**config.mk**
```make
export PLATFORM = sky130hd
export DESIGN_NAME = nine_bit_addr_filter
export DESIGN_NICKNAME = d
export VERILOG_FILES = /design/src/rtl/nbaf_pkg.sv /design/src/rtl/nbaf_addr_cmp.sv /design/src/rtl/nbaf_listen_fsm.sv /design/src/rtl/nbaf_data_out.sv /design/src/rtl/nine_bit_addr_filter.sv
export SDC_FILE = /design/constraint.sdc
export NUM_CORES = 1
export LEC_CHECK = 0
export ABC_AREA = 1
export BUFFER_PORTS_ARGS = -buffer_cell sky130_fd_sc_hd__buf_2
export CAP_MARGIN = 10
export CELL_PAD_IN_SITES_DETAIL_PLACEMENT = 0
export CELL_PAD_IN_SITES_GLOBAL_PLACEMENT = 2
export CORE_ASPECT_RATIO = 1.2
export CORE_MARGIN = 4
export CORE_UTILIZATION = 19
export CTS_CLUSTER_DIAMETER = 40
export CTS_CLUSTER_SIZE = 28
export DETAILED_ROUTE_END_ITERATION = 12
export HOLD_SLACK_MARGIN = 0.06
export PLACE_DENSITY_LB_ADDON = 0.3
export REMOVE_ABC_BUFFERS = 1
export SYNTH_ARGS = -nofsm -noshare
export SYNTH_HDL_FRONTEND = slang
export SYNTH_HIERARCHICAL = 1
export SYNTH_SLANG_ARGS = --single-unit
```
**constraint.sdc**
```tcl
create_clock -name clk -period 0.9 [get_ports clk]
set_input_delay 0.09 -clock clk [delete_from_list [all_inputs] [get_ports clk]]
set_output_delay 0.09 -clock clk [all_outputs]
set_load 0.02 [all_outputs]
```
**src/rtl/nbaf_pkg.sv**
```systemverilog
package nbaf_pkg;
  localparam int CHAR_DATA_W = 8;

  typedef enum logic {
    LISTEN_ADDR_ONLY = 1'b0,
    LISTEN_ALL       = 1'b1
  } listen_e;
endpackage

```
**src/rtl/nbaf_addr_cmp.sv**
```systemverilog
module nbaf_addr_cmp #(
  parameter int DATA_W = nbaf_pkg::CHAR_DATA_W
) (
  input  logic [DATA_W-1:0] char_byte,
  input  logic [DATA_W-1:0] own_addr,
  output logic              is_mine
);
  always_comb begin
    is_mine = (char_byte == own_addr);
  end
endmodule

```
**src/rtl/nbaf_listen_fsm.sv**
```systemverilog
module nbaf_listen_fsm (
  input  logic clk,
  input  logic rst,
  input  logic chr_valid,
  input  logic chr_is_addr,
  input  logic addr_hit,
  output logic sel_q
);
  import nbaf_pkg::*;

  listen_e state_q, state_d;

  always_comb begin
    state_d = state_q;
    if (chr_valid && chr_is_addr) begin
      // any address character re-arms the filter, then the new address decides
      state_d = LISTEN_ADDR_ONLY;
      if (addr_hit) state_d = LISTEN_ALL;
    end
  end

  always_ff @(posedge clk) begin
    if (rst) state_q <= LISTEN_ADDR_ONLY;
    else     state_q <= state_d;
  end

  assign sel_q = (state_q == LISTEN_ALL);

  p_match_selects_r3: assert property (@(posedge clk) disable iff (rst)
    (chr_valid && chr_is_addr && addr_hit) |=> sel_q);

  p_miss_deselects_r4: assert property (@(posedge clk) disable iff (rst)
    (chr_valid && chr_is_addr && !addr_hit) |=> !sel_q);

  p_idle_holds_sel_r8: assert property (@(posedge clk) disable iff (rst)
    (!chr_valid) |=> $stable(sel_q));
endmodule

```
**src/rtl/nbaf_data_out.sv**
```systemverilog
module nbaf_data_out #(
  parameter int DATA_W = nbaf_pkg::CHAR_DATA_W
) (
  input  logic              clk,
  input  logic              rst,
  input  logic              chr_valid,
  input  logic              chr_is_addr,
  input  logic [DATA_W-1:0] chr_byte,
  input  logic              sel_now,
  output logic              dv_q,
  output logic [DATA_W-1:0] dd_q
);
  logic take;

  always_comb begin
    take = chr_valid && !chr_is_addr && sel_now;
  end

  always_ff @(posedge clk) begin
    if (rst) begin
      dv_q <= 1'b0;
      dd_q <= '0;
    end else begin
      dv_q <= take;
      if (take) dd_q <= chr_byte;
    end
  end

  p_unselected_drop_r2: assert property (@(posedge clk) disable iff (rst)
    (chr_valid && !chr_is_addr && !sel_now) |=> (!dv_q && $stable(dd_q)));

  p_strobe_byte_r5: assert property (@(posedge clk) disable iff (rst)
    (chr_valid && !chr_is_addr && sel_now) |=> (dv_q && dd_q == $past(chr_byte)));

  p_addr_not_data_r6: assert property (@(posedge clk) disable iff (rst)
    (chr_valid && chr_is_addr) |=> !dv_q);

  p_idle_no_strobe_r8: assert property (@(posedge clk) disable iff (rst)
    (!chr_valid) |=> (!dv_q && $stable(dd_q)));
endmodule

```
**src/rtl/nine_bit_addr_filter.sv**
```systemverilog
module nine_bit_addr_filter #(
  parameter int DATA_W = nbaf_pkg::CHAR_DATA_W
) (
  input  logic              clk,
  input  logic              rst,
  input  logic              rx_valid,
  input  logic              rx_ninth,
  input  logic [DATA_W-1:0] rx_data,
  input  logic [DATA_W-1:0] node_addr,
  output logic              selected,
  output logic              out_valid,
  output logic [DATA_W-1:0] out_data
);
  logic hit;
  logic sel_int;

  nbaf_addr_cmp #(.DATA_W(DATA_W)) u_cmp (
    .char_byte (rx_data),
    .own_addr  (node_addr),
    .is_mine   (hit)
  );

  nbaf_listen_fsm u_fsm (
    .clk         (clk),
    .rst         (rst),
    .chr_valid   (rx_valid),
    .chr_is_addr (rx_ninth),
    .addr_hit    (hit),
    .sel_q       (sel_int)
  );

  nbaf_data_out #(.DATA_W(DATA_W)) u_out (
    .clk         (clk),
    .rst         (rst),
    .chr_valid   (rx_valid),
    .chr_is_addr (rx_ninth),
    .chr_byte    (rx_data),
    .sel_now     (sel_int),
    .dv_q        (out_valid),
    .dd_q        (out_data)
  );

  assign selected = sel_int;

  p_reselect_own_r7: assert property (@(posedge clk) disable iff (rst)
    (selected && rx_valid && rx_ninth && rx_data == node_addr) |=> selected);

  p_reset_state_r1: assert property (@(posedge clk)
    $past(rst) |-> (!selected && !out_valid && out_data == '0));
endmodule

```
==> results of run 1 <==
[cell families after synthesis]
logic type | share of synthesized area (%)
buf+inv | 17.99
flops | 34.26
simple gates | 47.75
[flip-flops by register name, indices dropped and copies added (netlist names)]
| name | count |
|---|---|
| u_out/dd_q | 8 |
| u_fsm/sel_q | 1 |
| u_out/dv_q | 1 |
[cell type report]
type | count | area [um^2]
clock buffer | 4 | 36.28
fill | 344 | 2022
inverter | 25 | 93.84
multi-input combinational | 71 | 296.5
sequential | 10 | 203.9
tap | 34 | 42.54
timing repair buffer | 30 | 168.9
[power by group through the flow]
stage	registers, mW	logic, mW	clock network [mW]
finish	0.465	0.189	0.396
global route	0.466	0.219	0.436
CTS	0.464	0.185	0.418
detailed placement	0.473	0.182	0
global placement	0.473	0.178	0
floorplan	0.489	0.0791	0
[placed cells by master (no fill, tap or decap)]
cell type       n
nand2_1        38
nor2_1         30
buf_2          25
inv_1          25
dfxtp_1         9
clkbuf_4        3
buf_4           3
nand3_4         2
clkbuf_8        1
buf_6           1
dfxtp_4         1
nand2_2         1
dlygate4sd3_1   1
[worst paths after layout]
path | slack [ps] | to | from | cells after the start
worst max register to register | 80 | u_out/dd_q[6] | u_fsm/sel_q | 3
worst min register to register | 510 | u_out/dd_q[2] | u_out/dd_q[2] | 4
worst min-delay path | 70 | u_fsm/sel_q | rst | 4
worst max-delay path | 30 | selected | u_fsm/sel_q | 1
[through the flow]
step	hold WS, ps	worst slack (ps)	util (%)
4_1_cts	62.09	4.398	28.44
6_report	70.57	30.80	29.40
5_1_grt	81.86	-11.36	29.40
3_3_place_gp	284.0	53.22	26.82
2_1_floorplan	162.4	-41.21	-
3_5_place_dp	284.5	0.001332	26.82
[repair_timing]
| action | 4_1_cts | 5_1_grt |
|---|---|---|
| setup endpoints to repair | 7 | 11 |
| pin swaps | 1 | 1 |
| endpoints found under the hold margin | 1 | 0 |
| gates cloned | 0 | 1 |
| resized for setup | 3 | 5 |
| hold buffers | 1 | 0 |
[metal layers]
metal | up-vias | GRT usage [%] | wire length, um
met5 | - | 0 | 0
met4 | 0 | 6.799 | 27
met3 | 2 | 0.5587 | 98
met2 | 20 | 13.55 | 702
met1 | 254 | 8.575 | 602
li1 | 364 | - | -
==> metrics.md, run 1 <==
| Metric | Value |
|---|---|
| Fin. Hold Viols | `0` |
| Crit path max-delay family | `flip-flops` |
| Leading area contributor after synthesis | `dfxtp_1` |
| Top post-synthesis cells by count | `nand2_1, nor2_1, inv_1` |
| Crit-path slowest cell | `dfxtp_4` |
| Core Box Area | `between 2000 and 3000 um^2` |
| CP peak stage delay | `390 ps` |
| TritonCTS Buffers | `3` |
| Drt initial violations | `11` |
| Yosys top cell area share | `~34%` |
| Net Sw Frac | `25.59%` |
| Cell Pwr Density | `roughly 1200 nW/um^2` |
| CTS H-tree lvls | `1` |
| Die Area | `4030 um^2` |
| Register area share after synthesis | `about a third` |
| Internal | `slightly below 800 uW` |
| Cell Rows | `21` |
| HPWL Detailed | `approximately 1100 um` |
| Combinational share of power | `18.0%` |
| Mapped Avg Cell Area | `~5.5 um^2` |
| Syn. warnings | `6` |
| Synth top area cells | `dfxtp_1, nand2_1, nor2_1, inv_1, nand3_4` |
| DIE HEIGHT | `68.75 um` |
| Critical path buffers and inverters | `1` |
| # IOs | `30` |
| CTS clk-pin slew, worst paths | `approximately 70 ps` |
| Final setup viols | `0` |
| CP cell instances | `buf_6` |
| Tot Pwr | `between 1 and 1.5 mW` |
| Part of the power in registers | `44.2%` |
| First-pass GRT wire length | `2325 um` |
| Antenna Nets Post-Route | `0` |
| WP data required | `slightly above 800 ps` |
| Clock latency on the worst-skew pair | `roughly 260 ps` |
| Clk buf depth | `2` |
| Starting Density | `about a fifth` |
| Setup TNS | `0 ps` |
| Startpoint Class | `register` |
| 1st-pass router iterations | `4` |
| CP Capture Type | `output port` |
| Post-route DRC | `0` |
| Wire length per cell | `roughly 8 um` |
| Area growth syn-to-layout | `44.11%` |
| Port bufs | `29` |
| Crit path DAT | `780 ps` |
| Part of the power in the clock network | `about 38%` |
| Grt ovf | `0` |
| Placed cells | `around 170` |
| Netlist cell types | `7` |
| Ys async rst share | `0%` |
| Worst min path class | `primary input to register` |
| Setup Skew | `a little under 6 ps` |
| Layout cells sized above 1 | `a little over a quarter` |
| Worst-Margin Slew | `262.7 ps` |
| Status | `complete, no violations` |
| Slew Limit Fails | `0` |
| Max Fclk | `1150 MHz` |
| Headroom to the max-slew limit | `between 80% and 90%` |
| Peak supply drop | `0.4654 mV` |
| Area after DPL | `768.2 um^2` |
| Final Cycle Share | `between 90% and 100%` |
| Main synth FF type | `dfxtp_1` |
| N_diodes | `0` |
| Die W | `58.63 um` |
| Post-route insts no fill | `~170` |
| Setup bufs post-CTS | `0` |
| Final RePlAce weighted congestion | `0.6897` |
| RSZ-0062 raised after global routing | `yes` |
| Psw | `approximately 270 uW` |
| Tmin final | `869.2 ps` |
| Pin count of the biggest net entering global routing | `18` |
| Max cap viols | `0` |
| Post-synth EDFFs | `0` |
| Synth Cell Area | `~600 um^2` |
| Total GRT Usage | `under 10%` |
| Initial antenna violation count | `0` |
| Root Buffer | `clkbuf_4` |
| Post-route cell area | `about 840 um^2` |
| Most frequent cell after synthesis | `nand2_1` |
| CTS Sinks | `10` |
| Synthesized instance count | `106` |
| Drt via density | `3.678` |
| CTS tree | `yes` |
| CP max FO | `4` |
| Via count | `between 600 and 700` |
| Vias in the first global route | `570` |
| Critical path type | `register to output port` |
| DRT Wirelength | `roughly 1400 um` |
| Yosys reg bits | `10` |
| Leakage power | `0.5395 nW` |
| # nets final | `between 150 and 200` |
(Power assumes the default switching activity.)
==> run 2: changes to the inputs <==
--- a/config.mk
+++ b/config.mk
@@ -18,7 +18,7 @@
 export DETAILED_ROUTE_END_ITERATION = 12
 export HOLD_SLACK_MARGIN = 0.06
 export PLACE_DENSITY_LB_ADDON = 0.3
-export REMOVE_ABC_BUFFERS = 1
+export SKIP_CTS_REPAIR_TIMING = 1
 export SYNTH_ARGS = -nofsm -noshare
 export SYNTH_HDL_FRONTEND = slang
 export SYNTH_HIERARCHICAL = 1
==> run 2 against run 1 <==
- global-route usage is 1.2 points lower
- non-clock buffer count is the same
- clock power increased by 1%
- critical path type unchanged
- sequential power is essentially flat
- wire length increased by 0.28%
- combinational power about the same
- flip-flop and latch count unchanged
- worst setup slack about the same
- largest cell class unchanged
==> metrics.md, run 2 (synthesized netlist as in run 1, its figures left out) <==
| Metric | Value |
|---|---|
| Max Fclk | `1151 MHz (about the same)` |
| Layout cells sized above 1 | `27.14% (+0.71 points)` |
| Peak supply drop | `0.3242 mV (-30%)` |
| Drt via density | `3.718 (+1.1%)` |
| Final RePlAce weighted congestion | `0.6874 (-0.33%)` |
| Post-route insts no fill | `174 (unchanged)` |
| Vias in the first global route | `510 (-11%)` |
| Cell Rows | `21 (unchanged)` |
| R2R Path End | `u_out/dd_q[2]` |
| Hold Path Depth | `3 (-1)` |
| CP peak stage delay | `390 ps (about the same)` |
| Wire length per cell | `8.247 um (+0.28%)` |
| Clk buf depth | `2 (unchanged)` |
| Cells on worst reg2reg path | `3 (unchanged)` |
| CTS Sinks | `10 (unchanged)` |
| Starting Density | `20.40% (unchanged)` |
| Reg with most FFs | `u_out/dd_q` |
| CTS tree | `yes` |
| Area after DPL | `762.0 um^2 (-0.81%)` |
| Start point of the worst hold path | `rx_data[0]` |
| Tmin final | `869.2 ps (-0.01720 ps)` |
| Crit-path slowest cell | `dfxtp_4` |
| Multi-input logic area | `296.5 um^2 (unchanged)` |
| Initial antenna violation count | `0 (unchanged)` |
| Crit path DAT | `780 ps (about the same)` |
| Critical path type | `register to output port` |
| First-pass GRT wire length | `1938 um (-17%)` |
| Headroom to the max-slew limit | `82.57% (+0.11 points)` |
| 1st-pass router iterations | `4 (unchanged)` |
| CTS H-tree lvls | `1 (unchanged)` |
| Post-route DRC | `0 (unchanged)` |
| Root Buffer | `clkbuf_4` |
| Die W | `58.63 um (unchanged)` |
| WP data required | `810 ps (about the same)` |
| FILL cells | `331 (-3.8%)` |
| Flip-flop count of the largest register after layout | `8 (unchanged)` |
| Antenna Nets Post-Route | `0 (unchanged)` |
| Drt initial violations | `13 (+2)` |
| Worst-Margin Slew | `261.1 ps (-1.578 ps)` |
| Worst min path class | `primary input to register` |
| Crit path launch | `u_fsm/sel_q` |
| TritonCTS Buffers | `3 (unchanged)` |
| Stages on worst setup path | `1 (unchanged)` |
| Port bufs | `29 (unchanged)` |
| Max cap viols | `0 (unchanged)` |
| Most frequent cells in the layout | `nand2_1, nor2_1, buf_2` |
| # nets final | `161 (unchanged)` |
| CP Capture Type | `output port` |
| Core Box Area | `2864 um^2 (unchanged)` |
| CP max FO | `4 (unchanged)` |
| Register area | `205.2 um^2 (+0.61%)` |
| Grt ovf | `0 (unchanged)` |
| Area growth syn-to-layout | `43.90%` |
| Slew Limit Fails | `0 (unchanged)` |
| Setup Skew | `1.953 ps (-3.956 ps)` |
| Placed cells | `168 (-0.59%)` |
| CTS clk-pin slew, worst paths | `70 ps (about the same)` |
| Commonest non-fill, non-tap cell in the layout | `nand2_1` |
| Final Worst Setup Slack | `30.82 ps (+0.01720 ps)` |
| CP cell instances | `buf_6` |
| HPWL Detailed | `1117 um (+0.21%)` |
| Via count | `647 (+1.1%)` |
| R2r startpoint | `u_fsm/sel_q` |
| Post-Place Setup Slack | `26.24 ps (+26.24 ps)` |
| Pin count of the biggest net entering global routing | `18 (unchanged)` |
| Final Cycle Share | `96.58% (about the same)` |
| Die Area | `4030 um^2 (unchanged)` |
| Critical path buffers and inverters | `1 (unchanged)` |
| # IOs | `30 (unchanged)` |
| Total GRT Usage | `6.641% (-1.2 points)` |
| Crit path max-delay family | `flip-flops` |
| N_diodes | `0 (unchanged)` |
| Hold Path End | `u_out/dd_q[0]` |
| DIE HEIGHT | `68.75 um (unchanged)` |
| RSZ-0062 raised after global routing | `yes` |
| Cell Pwr Density | `1253 nW/um^2 (+0.45%)` |
| DRT Wirelength | `1435 um (+0.28%)` |
| Status | `complete, no violations` |
| Fin. Hold Viols | `0 (unchanged)` |
| R2r setup slk | `110 ps (+30 ps)` |
| Post-route cell area | `840.8 um^2 (-0.15%)` |
| Syn Nets | `about 130` |
| Startpoint Class | `register` |
| Leakage power | `0.5401 nW (+0.11%)` |
| Clock latency on the worst-skew pair | `260 ps (about the same)` |
| Final setup viols | `0 (unchanged)` |
| Worst hold slack | `82.10 ps (+11.53 ps)` |
## run 2: final cells by class
cell class,count,area share (%)
Multi-Input combinational cell,71,35.27
Sequential cell,10,24.40
Timing Repair Buffer,30,19.79
Inverter,25,11.16
Tap cell,34,5.060
Clock buffer,4,4.315
## run 2: report_power, final
part,internal (mW),total (mW),switching [mW]
clock,0.245,0.401,0.156
sequential,0.454,0.465,0.0106
combinational,0.0808,0.187,0.106
## run 2: worst reg2reg max path, stage by stage (launching register included)
cell,delay (ps)
dfxtp_4,390
nand3_4,130
nor2_1,120
nor2_1,50
## run 2: per-layer routing
layer  global-route usage, %  share of wire, %  vias to the layer above
met5                       0                 0                        -
met4                   4.249                 0                        0
met3                   2.607                11                        0
met2                   11.59                47                       21
met1                   6.563                42                      260
li1                        -                 -                      366
## run 2: worst max path at each step
stage                    end  slack (ps)
6_report            selected          30
2_1_floorplan  u_out/dd_q[0]           4
3_5_place_dp   u_out/dd_q[2]          30
3_3_place_gp   u_out/dd_q[6]          -4
4_1_cts             selected         -20
5_1_grt             selected          -6
## run 2: metrics by stage
step                TNS, ps  util, %  power, mW
floorplan                 0        -     0.5707
global placement     -4.703    26.61     0.6489
detailed placement        0    26.61     0.6521
CTS                  -17.04    27.87      1.070
global route         -5.853    29.36      1.128
finish                    0    29.36      1.053
